[src/rtl/regwin_pkg.sv]
// Package: shared constants and types for the register window decoder.
// Assumes a 20-bit byte address and 16-bit data words.
package regwin_pkg;

    // Address space encoding held in the relocation register's space bit.
    typedef enum logic {
        SPACE_IO  = 1'b0,
        SPACE_MEM = 1'b1
    } space_e;

    // Bit position of the space flag inside the relocation word.
    localparam int SPACE_BIT = 12;

endpackage

[src/rtl/regwin_match.sv]
// regwin_match: compares a bus address and space against the current window
// placement and produces a hit flag and the word index.
// Assumes the window is 2**OFF_W bytes, aligned on its own size.
module regwin_match #(
    parameter int ADDR_W = 20,
    parameter int OFF_W  = 8
) (
    input  logic [ADDR_W-1:0]       addr,
    input  logic                    is_io,
    input  logic                    strobe,
    input  logic [ADDR_W-OFF_W-1:0] base,
    input  regwin_pkg::space_e      space,
    output logic                    hit,
    output logic [OFF_W-2:0]        idx
);
    import regwin_pkg::*;

    logic space_ok;
    logic base_ok;

    // Space check: I/O cycles match an I/O window, memory cycles a memory window.
    always_comb begin
        space_ok = (is_io && (space == SPACE_IO)) || (!is_io && (space == SPACE_MEM));
    end

    // Base check on the address bits above the window offset.
    always_comb begin
        base_ok = (addr[ADDR_W-1:OFF_W] == base);
    end

    // Hit and word index; byte-lane bit 0 takes no part.
    always_comb begin
        hit = strobe && space_ok && base_ok;
        idx = hit ? addr[OFF_W-1:1] : '0;
    end

endmodule

[src/rtl/regwin_reloc.sv]
// regwin_reloc: holds the relocation word that places the window.
// Assumes write enable is already qualified by a hit on the relocation index.
module regwin_reloc #(
    parameter int DATA_W   = 16,
    parameter int BASE_W   = 12,
    parameter logic [DATA_W-1:0] RESET_VAL = 16'h00FF
) (
    input  logic                 clk,
    input  logic                 rst_n,
    input  logic                 we,
    input  logic [DATA_W-1:0]    wdata,
    output logic [DATA_W-1:0]    value,
    output logic [BASE_W-1:0]    base,
    output regwin_pkg::space_e   space
);
    import regwin_pkg::*;

    logic [DATA_W-1:0] reloc_q;

    // Relocation word storage; new value seen by the decoder next cycle.
    always_ff @(posedge clk) begin
        if (!rst_n) begin
            reloc_q <= RESET_VAL;
        end else if (we) begin
            reloc_q <= wdata;
        end
    end

    // Field extraction for the address matcher.
    always_comb begin
        value = reloc_q;
        base  = reloc_q[BASE_W-1:0];
        space = space_e'(reloc_q[SPACE_BIT]);
    end

endmodule

[src/rtl/regwin_regfile.sv]
// regwin_regfile: stand-in for the peripherals, a bank of word registers
// with one write port and one combinational read port.
// Assumes write enable and index are already qualified by the decoder.
module regwin_regfile #(
    parameter int DATA_W = 16,
    parameter int NREGS  = 128,
    parameter int IDX_W  = 7
) (
    input  logic              clk,
    input  logic              rst_n,
    input  logic              we,
    input  logic [IDX_W-1:0]  widx,
    input  logic [DATA_W-1:0] wdata,
    input  logic [IDX_W-1:0]  ridx,
    output logic [DATA_W-1:0] rdata
);
    logic [DATA_W-1:0] regs_q [NREGS];

    for (genvar g = 0; g < NREGS; g++) begin : g_reg
        // One peripheral register, cleared by reset, written on an index match.
        always_ff @(posedge clk) begin
            if (!rst_n) begin
                regs_q[g] <= '0;
            end else if (we && (widx == IDX_W'(g))) begin
                regs_q[g] <= wdata;
            end
        end
    end

    // Combinational read port.
    always_comb begin
        rdata = regs_q[ridx];
    end

endmodule

[src/rtl/regwin_decoder.sv]
// regwin_decoder: top of the relocatable register window. Decodes bus cycles
// against the relocation word, selects a word register, steers writes to the
// peripheral bank or the relocation register, and returns read data.
// Assumes at most one of bus_rd / bus_wr per cycle, one cycle per access.
module regwin_decoder #(
    parameter int ADDR_W    = 20,
    parameter int DATA_W    = 16,
    parameter int NREGS     = 128,
    parameter logic [DATA_W-1:0] RESET_RELOC = 16'h00FF
) (
    input  logic              clk,
    input  logic              rst_n,
    input  logic [ADDR_W-1:0] bus_addr,
    input  logic              bus_io,
    input  logic              bus_rd,
    input  logic              bus_wr,
    input  logic [DATA_W-1:0] bus_wdata,
    output logic              reg_sel,
    output logic [$clog2(NREGS)-1:0] reg_idx,
    output logic [DATA_W-1:0] rd_data,
    output logic              ext_cyc
);
    import regwin_pkg::*;

    localparam int IDX_W  = $clog2(NREGS);
    localparam int OFF_W  = IDX_W + 1;
    localparam int BASE_W = ADDR_W - OFF_W;
    localparam logic [IDX_W-1:0] RELOC_IDX = IDX_W'(NREGS - 1);

    logic              strobe;
    logic              hit;
    logic [IDX_W-1:0]  idx;
    logic [BASE_W-1:0] cur_base;
    space_e            cur_space;
    logic [DATA_W-1:0] reloc_val;
    logic [DATA_W-1:0] file_rd;
    logic              is_reloc;
    logic              file_we;
    logic              reloc_we;

    // Any strobe marks a bus cycle; the external cycle always runs.
    always_comb begin
        strobe  = bus_rd || bus_wr;
        ext_cyc = strobe;
    end

    regwin_match #(
        .ADDR_W (ADDR_W),
        .OFF_W  (OFF_W)
    ) u_match (
        .addr   (bus_addr),
        .is_io  (bus_io),
        .strobe (strobe),
        .base   (cur_base),
        .space  (cur_space),
        .hit    (hit),
        .idx    (idx)
    );

    // Steer writes between the relocation word and the peripheral bank.
    always_comb begin
        is_reloc = (idx == RELOC_IDX);
        file_we  = bus_wr && hit && !is_reloc;
        reloc_we = bus_wr && hit && is_reloc;
    end

    regwin_reloc #(
        .DATA_W    (DATA_W),
        .BASE_W    (BASE_W),
        .RESET_VAL (RESET_RELOC)
    ) u_reloc (
        .clk   (clk),
        .rst_n (rst_n),
        .we    (reloc_we),
        .wdata (bus_wdata),
        .value (reloc_val),
        .base  (cur_base),
        .space (cur_space)
    );

    regwin_regfile #(
        .DATA_W (DATA_W),
        .NREGS  (NREGS),
        .IDX_W  (IDX_W)
    ) u_file (
        .clk   (clk),
        .rst_n (rst_n),
        .we    (file_we),
        .widx  (idx),
        .wdata (bus_wdata),
        .ridx  (idx),
        .rdata (file_rd)
    );

    // Select, index and read data returned to the bus.
    always_comb begin
        reg_sel = hit;
        reg_idx = idx;
        if (bus_rd && hit) begin
            rd_data = is_reloc ? reloc_val : file_rd;
        end else begin
            rd_data = '0;
        end
    end

endmodule

[config.mk]
export PLATFORM = sky130hd
export DESIGN_NAME = regwin_decoder
export DESIGN_NICKNAME = d
export VERILOG_FILES = /design/src/rtl/regwin_pkg.sv /design/src/rtl/regwin_match.sv /design/src/rtl/regwin_reloc.sv /design/src/rtl/regwin_regfile.sv /design/src/rtl/regwin_decoder.sv
export SDC_FILE = /design/constraint.sdc
export NUM_CORES = 2
export LEC_CHECK = 0
export CAP_MARGIN = 20
export CORE_MARGIN = 1
export CORE_UTILIZATION = 55
export CTS_CLUSTER_SIZE = 12
export DETAILED_ROUTE_END_ITERATION = 12
export PLACE_DENSITY = 0.71
export SYNTH_ARGS = -nofsm -noshare
export SYNTH_HDL_FRONTEND = slang
export SYNTH_HIERARCHICAL = 1
export SYNTH_SLANG_ARGS = --single-unit
[constraint.sdc]
create_clock -name clk -period 12.4 [get_ports clk]
set_clock_uncertainty 0.15 [all_clocks]
set_input_delay 2.48 -clock clk [delete_from_list [all_inputs] [get_ports clk]]
set_output_delay 2.48 -clock clk [all_outputs]
set_load 0.05 [all_outputs]
**Word-level counts from Yosys, hierarchy flattened**

Memory sizes are Yosys's and may differ from the RTL's.
Cells that the tools add are included.

- Flip-flop bits (word level): 16
- Latch bits: 0
- Memory bits (writable): 2048
- Bits in read-only memories: 0
- Input port bits: 41
- Output and inout port bits: 25
- Word-level logic and storage cells: 916
- Memories: 1

Memories:

| memory | words | bits a word | read ports | clocked after memory_dff | wr ports | RTL line | text |
|---|---|---|---|---|---|---|---|
| u_file.regs_q | 128 | 16 | 1 | 0 | 128 | regwin_regfile.sv:17 | `logic [DATA_W-1:0] regs_q [NREGS];` |

- Add/subtract/negate cells: 0
- Multiply operators: 0
- Div/mod/pow operators: 0
- $lt $le $gt $ge: 0
- Equality and inequality tests: 128
- Shift operators: 0
- Mux-type cells: 516
- Bitwise logic cells: 129
- Reduce and logical (&&, ||, !) cells: 141

Operator list:

| operator | number |
|---|---|
| 2-to-1 mux 16 bit | 130 |
| equality test 7 bit (second input constant) | 64 |
| 2-to-1 mux 1 bit | 385 |
| equality test 7 x 6 -> 1 bit (second input constant) | 32 |
| logical AND 1 bit | 136 |
| bitwise OR 1 bit | 128 |
| equality test 7 x 5 -> 1 bit (second input constant) | 16 |
| equality test 7 x 4 -> 1 bit (second input constant) | 8 |
| equality test 7 x 3 -> 1 bit (second input constant) | 4 |
| equality test 7 x 2 -> 1 bit (second input constant) | 2 |
| equality test 12 bit | 1 |
| equality test 7 x 1 -> 1 bit (second input constant) | 1 |
| logical NOT 7 bit | 1 |
| 2-to-1 mux 7 bit | 1 |
| logical NOT 1 bit | 2 |
| logical OR 1 bit | 2 |
| inverter 1 bit | 1 |

**Logic depth before layout (Yosys ltp)**

- Depth after elaboration: 14
- Mapped depth: 14
- Mapped depth without buffers: 10

**Modules after synthesis**

Netlist, hierarchy kept.

Modules (own cells, without submodules):

| module | times used | cells an instance | area each (µm²) | seq. area each (µm²) |
|---|---|---|---|---|
| regwin_regfile | 1 | 5655 | 93221.9 | 61499.0 |
| regwin_reloc | 1 | 64 | 693.2 | 320.3 |
| regwin_decoder | 1 | 64 | 345.3 | 0.0 |
| regwin_match | 1 | 29 | 235.2 | 0.0 |

**Worst setup path after synthesis**

Ideal clock, no wire load.

- Kind: in2out
- Start point: input bus_rd
- End point: output rd_data[0]
- Data arrival time: 6881 ps
- Data required time: 9770 ps
- Slack: 2889 ps
- Cell stages on the path: 12
- Cell sequence: or2_2 -> o21ai_1 -> nor4_4 -> and4_1 -> buf_2 -> buf_1 -> mux4_2 -> mux4_2 -> mux4_2 -> mux2_2 -> o21ai_0 -> a21oi_1

- Longest elaborated chain between the ends: 7
- Elaborated cells on any way between the ends: 9

RTL lines:

| what | RTL line | text |
|---|---|---|
| start: declaration | regwin_decoder.sv:15 | `input logic bus_rd,` |
| logical OR 1 bit | regwin_decoder.sv:43 | `strobe = bus_rd \|\| bus_wr;` |
| logical AND 1 bit (2 in series) | regwin_match.sv:33 | `hit = strobe && space_ok && base_ok;` |
| 2-to-1 mux 7 bit | regwin_match.sv:34 | `idx = hit ? addr[OFF_W-1:1] : '0;` |
| net reg_idx[0] | regwin_decoder.sv:19 | `output logic [$clog2(NREGS)-1:0] reg_idx,` |
| memory read (128 x 16 bit) | - |  |
| net file_rd[0] | regwin_decoder.sv:36 | `logic [DATA_W-1:0] file_rd;` |
| 2-to-1 mux 16 bit | regwin_decoder.sv:100 | `rd_data = is_reloc ? reloc_val : file_rd;` |
| 2-to-1 mux 16 bit | regwin_decoder.sv:99 | `if (bus_rd && hit) begin` |
| end: declaration | regwin_decoder.sv:20 | `output logic [DATA_W-1:0] rd_data,` |

The timed path passes the listed nets, and every way through them passes these cells.

**Final worst setup path**

- Start point: input bus_addr[10]
- End point: output rd_data[4]

- Longest elaborated chain between the ends: 6
- Elaborated cells on any way between the ends: 8

RTL lines:

| what | RTL line | text |
|---|---|---|
| start: declaration | regwin_decoder.sv:13 | `input logic [ADDR_W-1:0] bus_addr,` |
| equality test 12 bit | regwin_match.sv:28 | `base_ok = (addr[ADDR_W-1:OFF_W] == base);` |
| logical AND 1 bit | regwin_match.sv:33 |  |
| 2-to-1 mux 7 bit | regwin_match.sv:34 |  |
| memory read (128 x 16 bit) | - |  |
| net file_rd[4] | regwin_decoder.sv:36 |  |
| 2-to-1 mux 16 bit | regwin_decoder.sv:100 |  |
| 2-to-1 mux 16 bit | regwin_decoder.sv:99 |  |

The timed path passes the listed nets, and every way through them passes these cells.

==> results.py <==
metrics = {
    "cts": {
        "root_buffer": "clkbuf_16",
        "htree_levels": 4,
        "ctsResizeCount": 0,
        "cts_buffers": 207,
        "post_cts_buffers": 0,
        "clk_pin_slew_ns": 0.06,
        "clock_path_buffers": 3,
        "clk_latency_ns": 0.85,
        "cts_sinks": 2064,
        "cts_tree": "done",
        "cts_hold_buffers": 0,
    },
    "power_and_ir_drop": {
        "power_leakage_uw": 0.03495,
        "powerDensity_mw_per_mm2": 138.5,
        "ir_worst_vdd_v": 0.0001691,
    },
    "yosys": {
        "synth_area_mm2": 0.09450,
        "synth_edf_count": 2048,
        "syn_inst": 5812,
        "synthFlopType": "edfxtp_1",
        "yosysTopAreaCellShare": 0.6508,
        "synth_nets": 5853,
        "synth.avg_cell_area_um2": 16.26,
        "synth-seq-cells": 2064,
        "yosys-top-cells-area": "edfxtp_1 65%, mux4_2 16%, and2_1 14%, clkbuf_1 1.9%, o21ai_0 0.76%",
        "ys_warn_count": 6,
        "ys_seq_area_frac": 0.6542,
        "yosysTopAreaCell": "edfxtp_1",
        "synth-async-reset-ratio": 0,
        "synth_cell_types": 40,
    },
    "place": {
        "hpwl_um": 146600,
        "place_congestion": 0.8485,
        "port_buffers": 64,
        "placed_cells": 7712,
    },
    "global_routing": {
        "first_global_vias": 49651,
        "grt_pass1_wl_um": 348900,
        "grt_max_degree": 108,
        "gr-total-overflow": 0,
        "grt_usage": 0.2815,
        "grt_antenna_before_repair": 15,
    },
    "cells_and_area": {
        "synthToLayoutAreaGrowth_pct": 9.878,
        "layout_common_cells": "2,048 x and2_1, 2,048 x edfxtp_1, 672 x mux4_2, 250 x buf_4, 209 x clkbuf_16",
        "layoutNonFillerInstCount": 8116,
        "final_nets": 5794,
        "final_util": 0.6106,
        "drive_above_1_share": 0.2106,
    },
    "timing": {
        "hold_violations": 0,
        "drv_slew": 0,
        "slew_headroom": 0.1880,
        "max_slew.worst_pin.slew_ns": 1.215,
        "rsz0062_at_grt": "false",
        "period_minus_slack_ns": 10.78,
        "tns_ns": 0,
        "max_freq_mhz": 92.78,
        "setup_viol": 0,
        "final.period_utilization": 0.8692,
    },
    "worst_setup_path": {
        "worstPathArrival_ns": 8.15,
        "cpMostUsedCell": "mux4_2",
        "required_ns": 9.77,
        "worst-r2r-cell-count": 10,
        "max_stage_delay_ns": 0.97,
        "slowest_stage": "and4_4",
        "cp_top_family": "multiplexers",
        "path_buf_inv": 4,
        "critPathMaxFanout": 55,
        "start_kind": "primary input",
        "worst-setup-path-type": "in -> out",
        "r2r_end": "u_file/regs_q[102][1]",
        "path_cells": "clkdlybuf4s50_1 -> inv_1 -> a222oi_1 -> and4_4 -> buf_12 -> mux4_2 -> mux4_2 -> mux4_2 -> mux2_2 -> o21ai_0 -> a21oi_1 -> buf_4",
        "ff2ff_setup_slack_ns": 5.80,
        "r2r-start": "u_reloc/value[0]",
        "worst_setup_path_end_kind": "output pin",
    },
    "worst_hold_path": {
        "hold_class": "reg -> reg",
        "hold_depth": 2,
        "hold_start": "u_reloc/value[0]",
        "hold_path_end": "u_reloc/value[0]",
    },
    "route": {
        "drt_iter0_markers": 6514,
        "drc": 0,
        "first_pass_iters": 5,
        "routed_via_density": 6.270,
        "wirelength_um": 242500,
        "vias": 50891,
        "antenna_left": 0,
        "wl_per_cell_um": 29.88,
    },
    "floorplan": {
        "die_y_um": 416.5,
        "fp.dieArea_mm2": 0.1735,
        "core-area_mm2": 0.1700,
        "die_w_um": 416.5,
        "num_rows": 151,
        "start_util": 0.5557,
        "io_pins": 66,
    },
    "run": {
        "drv_cap": 0,
    },
    "run_status": {
        "status": "finished, final reports clean",
    },
}
[synth_stat cells, types with 2 or more instances]
cell type / instances
and2_1: 2048
edfxtp_1: 2048
mux4_2: 672
clkbuf_1: 480
o21ai_0: 144
nor2_1: 132
buf_2: 53
nand2_1: 29
nand3_1: 28
buf_1: 27
a21oi_1: 17
buf_4: 16
dfxtp_1: 16
mux2_2: 16
mux2i_1: 16
nor2b_1: 12
and4_1: 8
or2_2: 6
inv_1: 5
xnor2_1: 5
nand4_1: 4
xor2_1: 4
and3_1: 3
buf_6: 3
nand3b_1: 3
and3b_1: 2
nand2b_1: 2
[metal layers]
layer	global-route usage	vias up	share of wire
li1	-	21380	-
met1	0.3935	26515	0.38
met2	0.4488	2631	0.48
met3	0.05623	363	0.10
met4	0.08961	2	0.034
met5	0	-	0.000054
[worst reg2reg max path, cell delays in order, from the launching register on]
cell and delay, ns:
dfxtp_1 0.35, inv_1 0.08, a222oi_1 0.85, and4_4 0.97
buf_4 0.62, and3_1 0.67, a21oi_1 0.43, and3b_1 0.36
nand2_1 0.90, nor2_1 0.61, and2_1 0.35
[cells by family (layout without fill, tap and decap cells)]
logic type | count (synthesis) | count (layout) | share of synthesized area
buf+inv | 587 | 667 | 0.02520
mux | 704 | 704 | 0.1638
simple gates | 2283 | 2283 | 0.1472
other cells | 0 | 6 | 0
compound gates | 165 | 165 | 0.008845
xor+xnor | 9 | 9 | 0.0008341
flops | 2064 | 2064 | 0.6542
[sequential cells by signal (all words and copies together) (netlist names)]
register	cells
u_reloc/value	16
u_file/regs_q	2048
[how the worst max path moves through the flow]
stage / from / end / slack, ns / cells after the start
3_3_place_gp: bus_addr[10] / rd_data[4] / 1.83 / 12
4_1_cts: bus_addr[10] / rd_data[4] / 1.75 / 12
3_5_place_dp: bus_addr[10] / rd_data[4] / 1.75 / 12
5_1_grt: bus_addr[10] / rd_data[4] / 1.58 / 12
6_report: bus_addr[10] / rd_data[4] / 1.62 / 12
2_1_floorplan: bus_rd / rd_data[0] / 2.89 / 12
[power by group]
| group | total, uW | internal [uW] | switching (uW) |
|---|---|---|---|
| Combinational | 557 | 167 | 390 |
| Sequential | 8020 | 7940 | 76.6 |
| Clock | 5800 | 3210 | 2590 |
[metrics by stage]
| stage | instance area [um2] | setup slack, ns | total power, uW | hold WS (ns) |
|---|---|---|---|---|
| 2_1_floorplan | 94500 | 2.889 | 8436 | 0.3154 |
| 3_3_place_gp | 97180 | 1.826 | 8694 | 0.3452 |
| 3_5_place_dp | 97260 | 1.749 | 8723 | 0.3444 |
| 4_1_cts | 103400 | 1.746 | 14460 | 0.3591 |
| 5_1_grt | 103800 | 1.581 | 14750 | 0.3943 |
| 6_report | 103800 | 1.622 | 14380 | 0.3609 |
[final cells by class]
| cell class | count | area [um2] |
|---|---|---|
| tap | 2218 | 2775 |
| sequential | 2064 | 61820 |
| inverter | 5 | 18.77 |
| clock inverter | 77 | 665.6 |
| timing repair buffer | 314 | 2715 |
| clock buffer | 271 | 5463 |
| multi-input combinational | 3161 | 30360 |
| fill | 12164 | 66210 |
| antenna | 6 | 15.01 |
Power figures use the tool's default switching activity.
